File: src/rtl/brt_pkg.sv
package brt_pkg;
  localparam int TAG_W = 4;
  localparam int CC_W  = 2;

  typedef struct packed {
    logic             is_fp;
    logic             pred;
    logic [CC_W-1:0]  cc;
    logic [TAG_W-1:0] tag;
    logic             done;
  } br_entry_t;
endpackage

File: src/rtl/brt_resolve.sv
// Per-entry outcome matching: integer via ALU tag, floating-point via cc index.
module brt_resolve
  import brt_pkg::*;
#(
  parameter int DEPTH = 4,
  localparam int CNT_W = $clog2(DEPTH + 1)
) (
  input  br_entry_t [DEPTH-1:0] ent,
  input  logic [CNT_W-1:0]      occ,
  input  logic                  alu_valid,
  input  logic [TAG_W-1:0]      alu_tag,
  input  logic                  alu_taken,
  input  logic                  cc_valid,
  input  logic [CC_W-1:0]       cc_idx,
  input  logic                  cc_value,
  output logic [DEPTH-1:0]      hit,
  output logic [DEPTH-1:0]      mis,
  output logic [DEPTH-1:0]      actual
);
  for (genvar i = 0; i < DEPTH; i++) begin : g_ent
    logic live, int_hit, fp_hit;
    assign live    = (CNT_W'(i) < occ) && !ent[i].done;
    assign int_hit = live && !ent[i].is_fp && alu_valid && (alu_tag == ent[i].tag);
    assign fp_hit  = live && ent[i].is_fp && cc_valid && (cc_idx == ent[i].cc);
    assign hit[i]    = int_hit | fp_hit;
    assign actual[i] = int_hit ? alu_taken : cc_value;
    assign mis[i]    = hit[i] && (actual[i] != ent[i].pred);
  end
endmodule

File: src/rtl/brt_oldest.sv
// Picks the lowest (oldest) index with a misprediction.
module brt_oldest #(
  parameter int DEPTH = 4,
  localparam int IDX_W = (DEPTH > 1) ? $clog2(DEPTH) : 1
) (
  input  logic [DEPTH-1:0] mis,
  output logic             any,
  output logic [IDX_W-1:0] idx
);
  always_comb begin
    any = 1'b0;
    idx = '0;
    for (int i = DEPTH - 1; i >= 0; i--) begin
      if (mis[i]) begin
        any = 1'b1;
        idx = IDX_W'(i);
      end
    end
  end
endmodule

File: src/rtl/brt_queue.sv
// Age-ordered storage: slot 0 is oldest; pops shift down, flushes truncate.
module brt_queue
  import brt_pkg::*;
#(
  parameter int DEPTH = 4,
  localparam int CNT_W = $clog2(DEPTH + 1),
  localparam int IDX_W = (DEPTH > 1) ? $clog2(DEPTH) : 1
) (
  input  logic                  clk,
  input  logic                  rst_n,
  input  logic                  push,
  input  br_entry_t             push_ent,
  input  logic                  pop,
  input  logic [DEPTH-1:0]      hit,
  input  logic                  flush,
  input  logic [IDX_W-1:0]      flush_idx,
  output br_entry_t [DEPTH-1:0] ent_q,
  output logic [CNT_W-1:0]      occ_q
);
  br_entry_t [DEPTH:0]   ext;
  br_entry_t [DEPTH-1:0] ent_d;
  logic [CNT_W-1:0]      occ_d;
  int                    keep;

  always_comb begin
    ext[DEPTH] = '0;
    for (int i = 0; i < DEPTH; i++) begin
      ext[i]      = ent_q[i];
      ext[i].done = ent_q[i].done | hit[i];
    end
    keep = (flush ? int'(flush_idx) : int'(occ_q)) - (pop ? 1 : 0);
    for (int j = 0; j < DEPTH; j++) begin
      if (j < keep)
        ent_d[j] = pop ? ext[j+1] : ext[j];
      else if (push && !flush && j == keep)
        ent_d[j] = push_ent;
      else
        ent_d[j] = '0;
    end
    occ_d = CNT_W'(keep + ((push && !flush) ? 1 : 0));
  end

  always_ff @(posedge clk) begin
    if (!rst_n) begin
      ent_q <= '0;
      occ_q <= '0;
    end else begin
      ent_q <= ent_d;
      occ_q <= occ_d;
    end
  end
endmodule

File: src/rtl/branch_resolve_tracker.sv
module branch_resolve_tracker
  import brt_pkg::*;
#(
  parameter int DEPTH = 4,
  localparam int CNT_W = $clog2(DEPTH + 1),
  localparam int IDX_W = (DEPTH > 1) ? $clog2(DEPTH) : 1
) (
  input  logic             clk,
  input  logic             rst_n,
  input  logic             dec_valid,
  output logic             dec_ready,
  input  logic             dec_is_fp,
  input  logic             dec_pred_taken,
  input  logic [CC_W-1:0]  dec_cc,
  input  logic [TAG_W-1:0] dec_tag,
  input  logic             alu_valid,
  input  logic [TAG_W-1:0] alu_tag,
  input  logic             alu_taken,
  input  logic             cc_valid,
  input  logic [CC_W-1:0]  cc_idx,
  input  logic             cc_value,
  output logic             grad_valid,
  input  logic             grad_ready,
  output logic [TAG_W-1:0] grad_tag,
  output logic             redirect_valid,
  output logic [TAG_W-1:0] redirect_tag,
  output logic             redirect_taken
);
  br_entry_t [DEPTH-1:0] ent;
  logic [CNT_W-1:0]      occ;
  logic [DEPTH-1:0]      hit, mis, actual;
  logic                  flush;
  logic [IDX_W-1:0]      flush_idx;
  logic                  push, pop;
  br_entry_t             push_ent;

  assign dec_ready  = (occ < CNT_W'(DEPTH));
  assign push       = dec_valid && dec_ready;
  assign grad_valid = (occ != '0) && ent[0].done;
  assign grad_tag   = ent[0].tag;
  assign pop        = grad_valid && grad_ready;

  always_comb begin
    push_ent       = '0;
    push_ent.is_fp = dec_is_fp;
    push_ent.pred  = dec_pred_taken;
    push_ent.cc    = dec_is_fp ? dec_cc : '0;
    push_ent.tag   = dec_tag;
  end

  brt_resolve #(.DEPTH(DEPTH)) u_resolve (
    .ent(ent), .occ(occ),
    .alu_valid(alu_valid), .alu_tag(alu_tag), .alu_taken(alu_taken),
    .cc_valid(cc_valid), .cc_idx(cc_idx), .cc_value(cc_value),
    .hit(hit), .mis(mis), .actual(actual)
  );

  brt_oldest #(.DEPTH(DEPTH)) u_oldest (
    .mis(mis), .any(flush), .idx(flush_idx)
  );

  brt_queue #(.DEPTH(DEPTH)) u_queue (
    .clk(clk), .rst_n(rst_n),
    .push(push), .push_ent(push_ent), .pop(pop),
    .hit(hit), .flush(flush), .flush_idx(flush_idx),
    .ent_q(ent), .occ_q(occ)
  );

  always_ff @(posedge clk) begin
    if (!rst_n) begin
      redirect_valid <= 1'b0;
      redirect_tag   <= '0;
      redirect_taken <= 1'b0;
    end else begin
      redirect_valid <= flush;
      if (flush) begin
        redirect_tag   <= ent[flush_idx].tag;
        redirect_taken <= actual[flush_idx];
      end
    end
  end
endmodule

File: config.mk
export PLATFORM = sky130hd
export DESIGN_NAME = branch_resolve_tracker
export DESIGN_NICKNAME = d
export VERILOG_FILES = /design/src/rtl/brt_pkg.sv /design/src/rtl/brt_resolve.sv /design/src/rtl/brt_oldest.sv /design/src/rtl/brt_queue.sv /design/src/rtl/branch_resolve_tracker.sv
export SDC_FILE = /design/constraint.sdc
export NUM_CORES = 1
export LEC_CHECK = 0
export BUFFER_PORTS_ARGS = -buffer_cell sky130_fd_sc_hd__buf_2
export CELL_PAD_IN_SITES_DETAIL_PLACEMENT = 1
export CELL_PAD_IN_SITES_GLOBAL_PLACEMENT = 1
export CORE_UTILIZATION = 34
export CTS_CLUSTER_DIAMETER = 80
export DETAILED_ROUTE_END_ITERATION = 6
export HOLD_SLACK_MARGIN = 0.06
export PLACE_DENSITY = 0.76
export SYNTH_ARGS = -nofsm -noshare
export SYNTH_HDL_FRONTEND = slang
export SYNTH_HIERARCHICAL = 1
export SYNTH_SLANG_ARGS = --single-unit
File: constraint.sdc
create_clock -name clk -period 4.4 [get_ports clk]
set_clock_uncertainty 0.15 [all_clocks]
set_input_delay 0.88 -clock clk [delete_from_list [all_inputs] [get_ports clk]]
set_output_delay 0.88 -clock clk [all_outputs]
set_load 0.02 [all_outputs]
; Word level (Yosys, flattened, before mapping)
; Index checks and enable logic that the tools add are counted.
[word_totals]
reg_bits = 45
in_bits = 22
out_inout_bits = 12
word_cells = 146
[op_classes]
addsub = 2
n_lt_le_gt_ge = 10
n_eq_ne = 19
n_mux = 32
bitwise_logic = 8
reduce_logical = 51
[op_table]
columns = cell, count
row1 = 2-to-1 mux 9 bit, 12
row2 = "== test 3 x 32 -> 1 bit, first input constant", 2
row3 = "less-than comparator 3 x 32 -> 1 bit, first input constant", 2
row4 = logical AND 1 bit, 40
row5 = "== test 2 x 32 -> 1 bit, first input constant", 1
row6 = logical NOT 32 bit, 1
row7 = "less-than comparator 1 x 32 -> 1 bit, first input constant", 1
row8 = "less-than comparator 2 x 32 -> 1 bit, first input constant", 1
row9 = binary-select mux 9 bit (select 2 bit), 1
row10 = == test 4 bit, 4
row11 = 2-to-1 mux 1 bit, 11
row12 = 2-to-1 mux 2 bit, 5
row13 = logical NOT 1 bit, 9
row14 = == test 2 bit, 4
row15 = "inequality test 2 x 1 -> 1 bit, second input constant", 4
row16 = OR 1 bit, 8
row17 = "less-than comparator 1 x 3 -> 1 bit, first input constant", 2
row18 = "less-than comparator 2 x 3 -> 1 bit, first input constant", 2
row19 = 2-to-1 mux 5 bit, 1
row20 = inequality test 1 bit, 4
row21 = subtractor 3 x 1 -> 4 bit, 1
row22 = adder 3 bit, 1
row23 = "less-than comparator 2 x 3 -> 1 bit, second input constant", 1
row24 = "less-than comparator 3 bit, second input constant", 1
row25 = 3 further kinds, 3

; Logic depth before layout (Yosys ltp)
[depth]
ltp_word = 18
mapped_depth = 14

; Modules after synthesis
; Netlist, hierarchy kept.
[modules_own_cells]
columns = module, instances, cells_per_inst, area_per_inst_um2, seq_area_each_um2
row1 = brt_queue, 1, 204, 1958.1, 780.7
row2 = brt_resolve, 1, 89, 613.1, 0.0
row3 = branch_resolve_tracker, 1, 38, 385.4, 120.1
row4 = brt_oldest, 1, 7, 35.0, 0.0

; Worst setup path before layout
; No wires, ideal clock.
[synth_path]
kind = input to register
from = input port alu_tag[1]
to = register u_queue/ent_q[8] in the netlist's numbering
arrival_time_ps = 3959
setup_slack_ps = 173
cell_stages = 13
n_path_buf = 0
path_cell_list = xor2_1 nor3b_1 and4_1 o32a_1 nor2_1 nand2_1 mux2i_1 ha_1 ha_1 nor2b_1 mux2_4 a211o_2 o221a_1
[synth_via]
elab_cells_between_ends = 42
classes_between = 1 x add/sub / 1 x order compare / 9 x eq/ne / 15 x mux / 4 x bitwise / 12 x reduce/logical
[synth_lines]
columns = item, line
row1 = start: declaration, branch_resolve_tracker.sv:17  ; input logic [TAG_W-1:0] alu_tag,
row2 = == test 4 bit (*), brt_resolve.sv:23  ; assign int_hit = live && !ent[i].is_fp && alu_valid && (alu_tag == ent[i].tag);
row3 = logical AND 1 bit (*), brt_resolve.sv:23
row4 = 2-to-1 mux 1 bit, brt_resolve.sv:26  ; assign actual[i] = int_hit ? alu_taken : cc_value;
row5 = inequality test 1 bit, brt_resolve.sv:27  ; assign mis[i] = hit[i] && (actual[i] != ent[i].pred);
row6 = logical AND 1 bit (*), brt_resolve.sv:27
row7 = named net mis[1], branch_resolve_tracker.sv:31  ; logic [DEPTH-1:0] hit, mis, actual;
row8 = 2-to-1 mux 1 bit (*) (2 in a row), brt_oldest.sv:14  ; if (mis[i]) begin
row9 = named net flush, branch_resolve_tracker.sv:32  ; logic flush;
row10 = branches (longest 6 deep; another with less-than comparator 1 x 32 -> 1 bit), -
row11 = end signal: assignment, brt_queue.sv:48  ; ent_q <= ent_d;
row12 = end: declaration, brt_queue.sv:17  ; output br_entry_t [DEPTH-1:0] ent_q,
; Mark *: on every way through the listed nets, which the timed path passes.
; A chain may end at the register's enable or synchronous reset.

; Worst setup path after layout
[layout_path]
from = input port alu_tag[2]
to = register u_queue/ent_q[1] in the netlist's numbering
; The elaborated chain is that of the path after synthesis.

==> out/metrics.csv <==
stage;metric;value;unit
timing;final worst slack;287;ps
floorplan;Initial Util;0.357;
route;DRT antenna net count;0;
floorplan;Boundary Pins;34;
clocking;cts hold-fix bufs;0;
clocking;post-CTS setup buffer count;0;
global_route;grt total ovfl;0;
min_path;WHS Endpoint;redirect_tag[1]$_SDFFE_PN0P_;
finish;Synth-to-Final Area Change;16.6;%
min_path;hold path cells;2;
min_path;Hold Path Class;reg2reg;
min_path;Hold Path Origin;redirect_tag[1]$_SDFFE_PN0P_;
setup_path;WP data required;4490;ps
clocking;CTS buffer count;5;
setup_path;crit path kind;in2reg;
route;Via-to-Cell Ratio;5.94;
clocking;clk buf depth;2;
route;Post-route DRC;0;
timing;Fin Setup TNS;0;ps
synth;synthesis-stage register bit count;45;
clocking;Worst-Skew Late Latency;300;ps
timing;period utilization;0.935;
clocking;Resize count post-CTS;0;
finish;commonest non-fill, non-tap cell in the layout;dfxtp_1;
setup_path;CP max FO;17;
outcome;outcome;finished, final reports clean;
setup_path;Worst setup SP type;input port;
timing;worst-margin pin slew;653;ps
timing;minimum clock period;4110;ps
finish;share of layout cells above drive strength 1;0.204;
finish;Layout Cells excl Fill;497;
timing;final hold vios;0;
setup_path;CP Capture Type;register;
clocking;CTS root buf;clkbuf_8;
synth;Post-synth EDFFs;0;
route;Pre-antenna DRT Iters;4;
synth;Seq/Total Area, Yosys;0.301;
synth;Primary FF master, synth;dfxtp_1;
global_route;number of global-route vias before repair;2967;
timing;final hold slack;364;ps
synth;ys async rst share;0;
finish;n_diodes;0;
global_route;GRT Overall Usage;0.229;
clocking;Clock transition at path regs;80;ps
clocking;CTS sink count;45;
synth;Syn Area/Cell;8.85;sq um
finish;Finished Cell Area;0.00349;sq mm
setup_path;Worst Path Arrival;4200;ps
setup_path;Reg2Reg Capture Point;u_queue/ent_q[1]$_SDFFE_PN0P_;
route;DR WL/cell;19.9;microns
synth;library cells used by synthesis;66;
route;vias;2953;
finish;commonest cells after routing, fill and taps aside;dfxtp_1 (45), buf_2 (33), inv_1 (27);
place;Final GP Congestion;0.836;
finish;Fill cells;1015;
global_route;pin count of the biggest net entering global routing;41;
setup_path;flop2flop setup slack;540;ps
global_route;first-pass GRT wire length;15700;microns
power;Max IR drop VDD;172;uV
place;worst slack at placement;9.28;ps
setup_path;R2R Path Start;u_queue/occ_q[2]$_SDFF_PN0_;
place;Area after DPL;0.00341;sq mm
floorplan;Die W;95.8;microns
timing;Fmax;243;MHz
floorplan;FP Rows;33;
setup_path;Reg2Reg Depth;14;
timing;Final Slew Violations;0;
place;number of I/O port buffers;33;
timing;final setup fails;0;
clocking;H-tree Lvls;2;
route;Iter 0 DRT Violations;168;
run;Max-cap violations;0;
synth;Post-Synthesis Cells;338;
route;DRT Wirelength;9870;microns
power;P_leak;1.34;nW
finish;Nets;417;
timing;unrepaired setup endpoints after global routing;false;
floorplan;Core Region;0.00838;sq mm
synth;yosys warns;6;
floorplan;area of the die;0.00918;sq mm
place;placed cell count;489;
synth;Post-Syn Area;0.00299;sq mm
timing;worst relative slew slack;0.564;
global_route;antenna violations before repair;0;
place;hpwl dp;7510;microns
clocking;CTS tree;done;
power;power per standard cell area;423;mW/mm^2
floorplan;Die Ht;95.8;microns
cell usage after synthesis (3+ instances only):
| cell | count | area (sq um) |
|---|---|---|
| a21oi_1 | 14 | 70.1 |
| dfxtp_1 | 45 | 901 |
| and2_1 | 8 | 50.1 |
| nand3b_1 | 8 | 60.1 |
| nor3_1 | 16 | 80.1 |
| o2bb2ai_1 | 9 | 78.8 |
| a22o_1 | 9 | 78.8 |
| o21ai_0 | 10 | 50.1 |
| o221a_1 | 8 | 90.1 |
| nor3b_1 | 3 | 22.5 |
| inv_1 | 27 | 101 |
| nand2_1 | 13 | 48.8 |
| nor2_1 | 17 | 63.8 |
| mux2i_1 | 23 | 230 |
| nand3_1 | 20 | 100 |
| nand4_1 | 3 | 18.8 |
| o221ai_1 | 5 | 43.8 |
| ha_1 | 4 | 50.1 |
| xor2_1 | 15 | 131 |
| xnor2_1 | 7 | 61.3 |
| nor2b_1 | 5 | 31.3 |
| clkbuf_1 | 6 | 22.5 |
| buf_2 | 4 | 20.0 |
| a221oi_1 | 7 | 61.3 |
state kept, by name, indices dropped and copies added (netlist names):
register and cells:
u_queue/ent_q 36, redirect_tag 4, u_queue/occ_q 3, redirect_taken 1, redirect_valid 1
logic make-up (layout without fill, tap and decap cells):
group                    after synthesis  after routing  synth area share
other                                  1              4           0.00125
AO/OA/AOI/OAI                         83             83             0.223
multiplexers                          25             25            0.0866
XOR/XNOR                              23             23            0.0736
flip-flops                            45             45             0.301
adder cells (fa/ha/maj)                4              4            0.0167
buffers and inverters                 40             91            0.0556
AND/OR/NAND/NOR                      117            117             0.243
metal layers:
layer	part of all wire	GRT usage	up-vias
met4	0.033	0.102	0
met2	0.46	0.365	102
met1	0.46	0.306	1470
li1	-	-	1363
met5	0	0	-
met3	0.046	0.0308	18
power by group:
group | internal [mW] | total (mW) | switching (mW) | leakage [nW]
sequential | 0.458 | 0.517 | 0.0590 | 0.365
combinational | 0.290 | 0.701 | 0.411 | 0.936
clock | 0.113 | 0.256 | 0.143 | 0.0395
total | 0.862 | 1.47 | 0.612 | 1.34
through the flow:
stage	utilization	power, mW
final	0.416	1.47
after global routing	0.416	1.56
after CTS	0.416	1.47
after detailed placement	0.407	1.22
after global placement	0.407	1.19
after floorplan	-	0.969
worst max-delay path, stage by stage:
cell and delay, ps:
buf_2 140, xor2_1 160, nor3_1 420, and4_1 290, o32a_1 220, nor2_1 60
nand2_1 160, mux2i_1 230, ha_1 190, ha_1 260, and2_1 180, mux2_4 270
buf_4 210, a221oi_1 310, o221a_1 230
area by class of cell:
cell class / instances / area (sq um) / area share
clock buffer: 8 / 80.1 / 0.0230
inverter: 28 / 105 / 0.0301
multi-input combinational: 256 / 1940 / 0.556
sequential: 45 / 901 / 0.258
tap: 105 / 131 / 0.0377
timing repair buffer: 55 / 330 / 0.0947
how the worst max path moves through the flow:
| stage | startpoint | to | slack (ps) | depth (start not counted) |
|---|---|---|---|---|
| floorplan | alu_tag[1] | u_queue/ent_q[8]$_SDFFE_PN0P_ | 170 | 13 |
| global placement | alu_tag[2] | u_queue/ent_q[1]$_SDFFE_PN0P_ | 210 | 14 |
| detailed placement | alu_tag[2] | u_queue/ent_q[1]$_SDFFE_PN0P_ | 9 | 15 |
| CTS | alu_tag[2] | u_queue/ent_q[1]$_SDFFE_PN0P_ | 320 | 15 |
| global route | alu_tag[2] | u_queue/ent_q[1]$_SDFFE_PN0P_ | 140 | 15 |
| finish | alu_tag[2] | u_queue/ent_q[1]$_SDFFE_PN0P_ | 290 | 15 |
No activity file was read; power rests on OpenSTA's default activity.
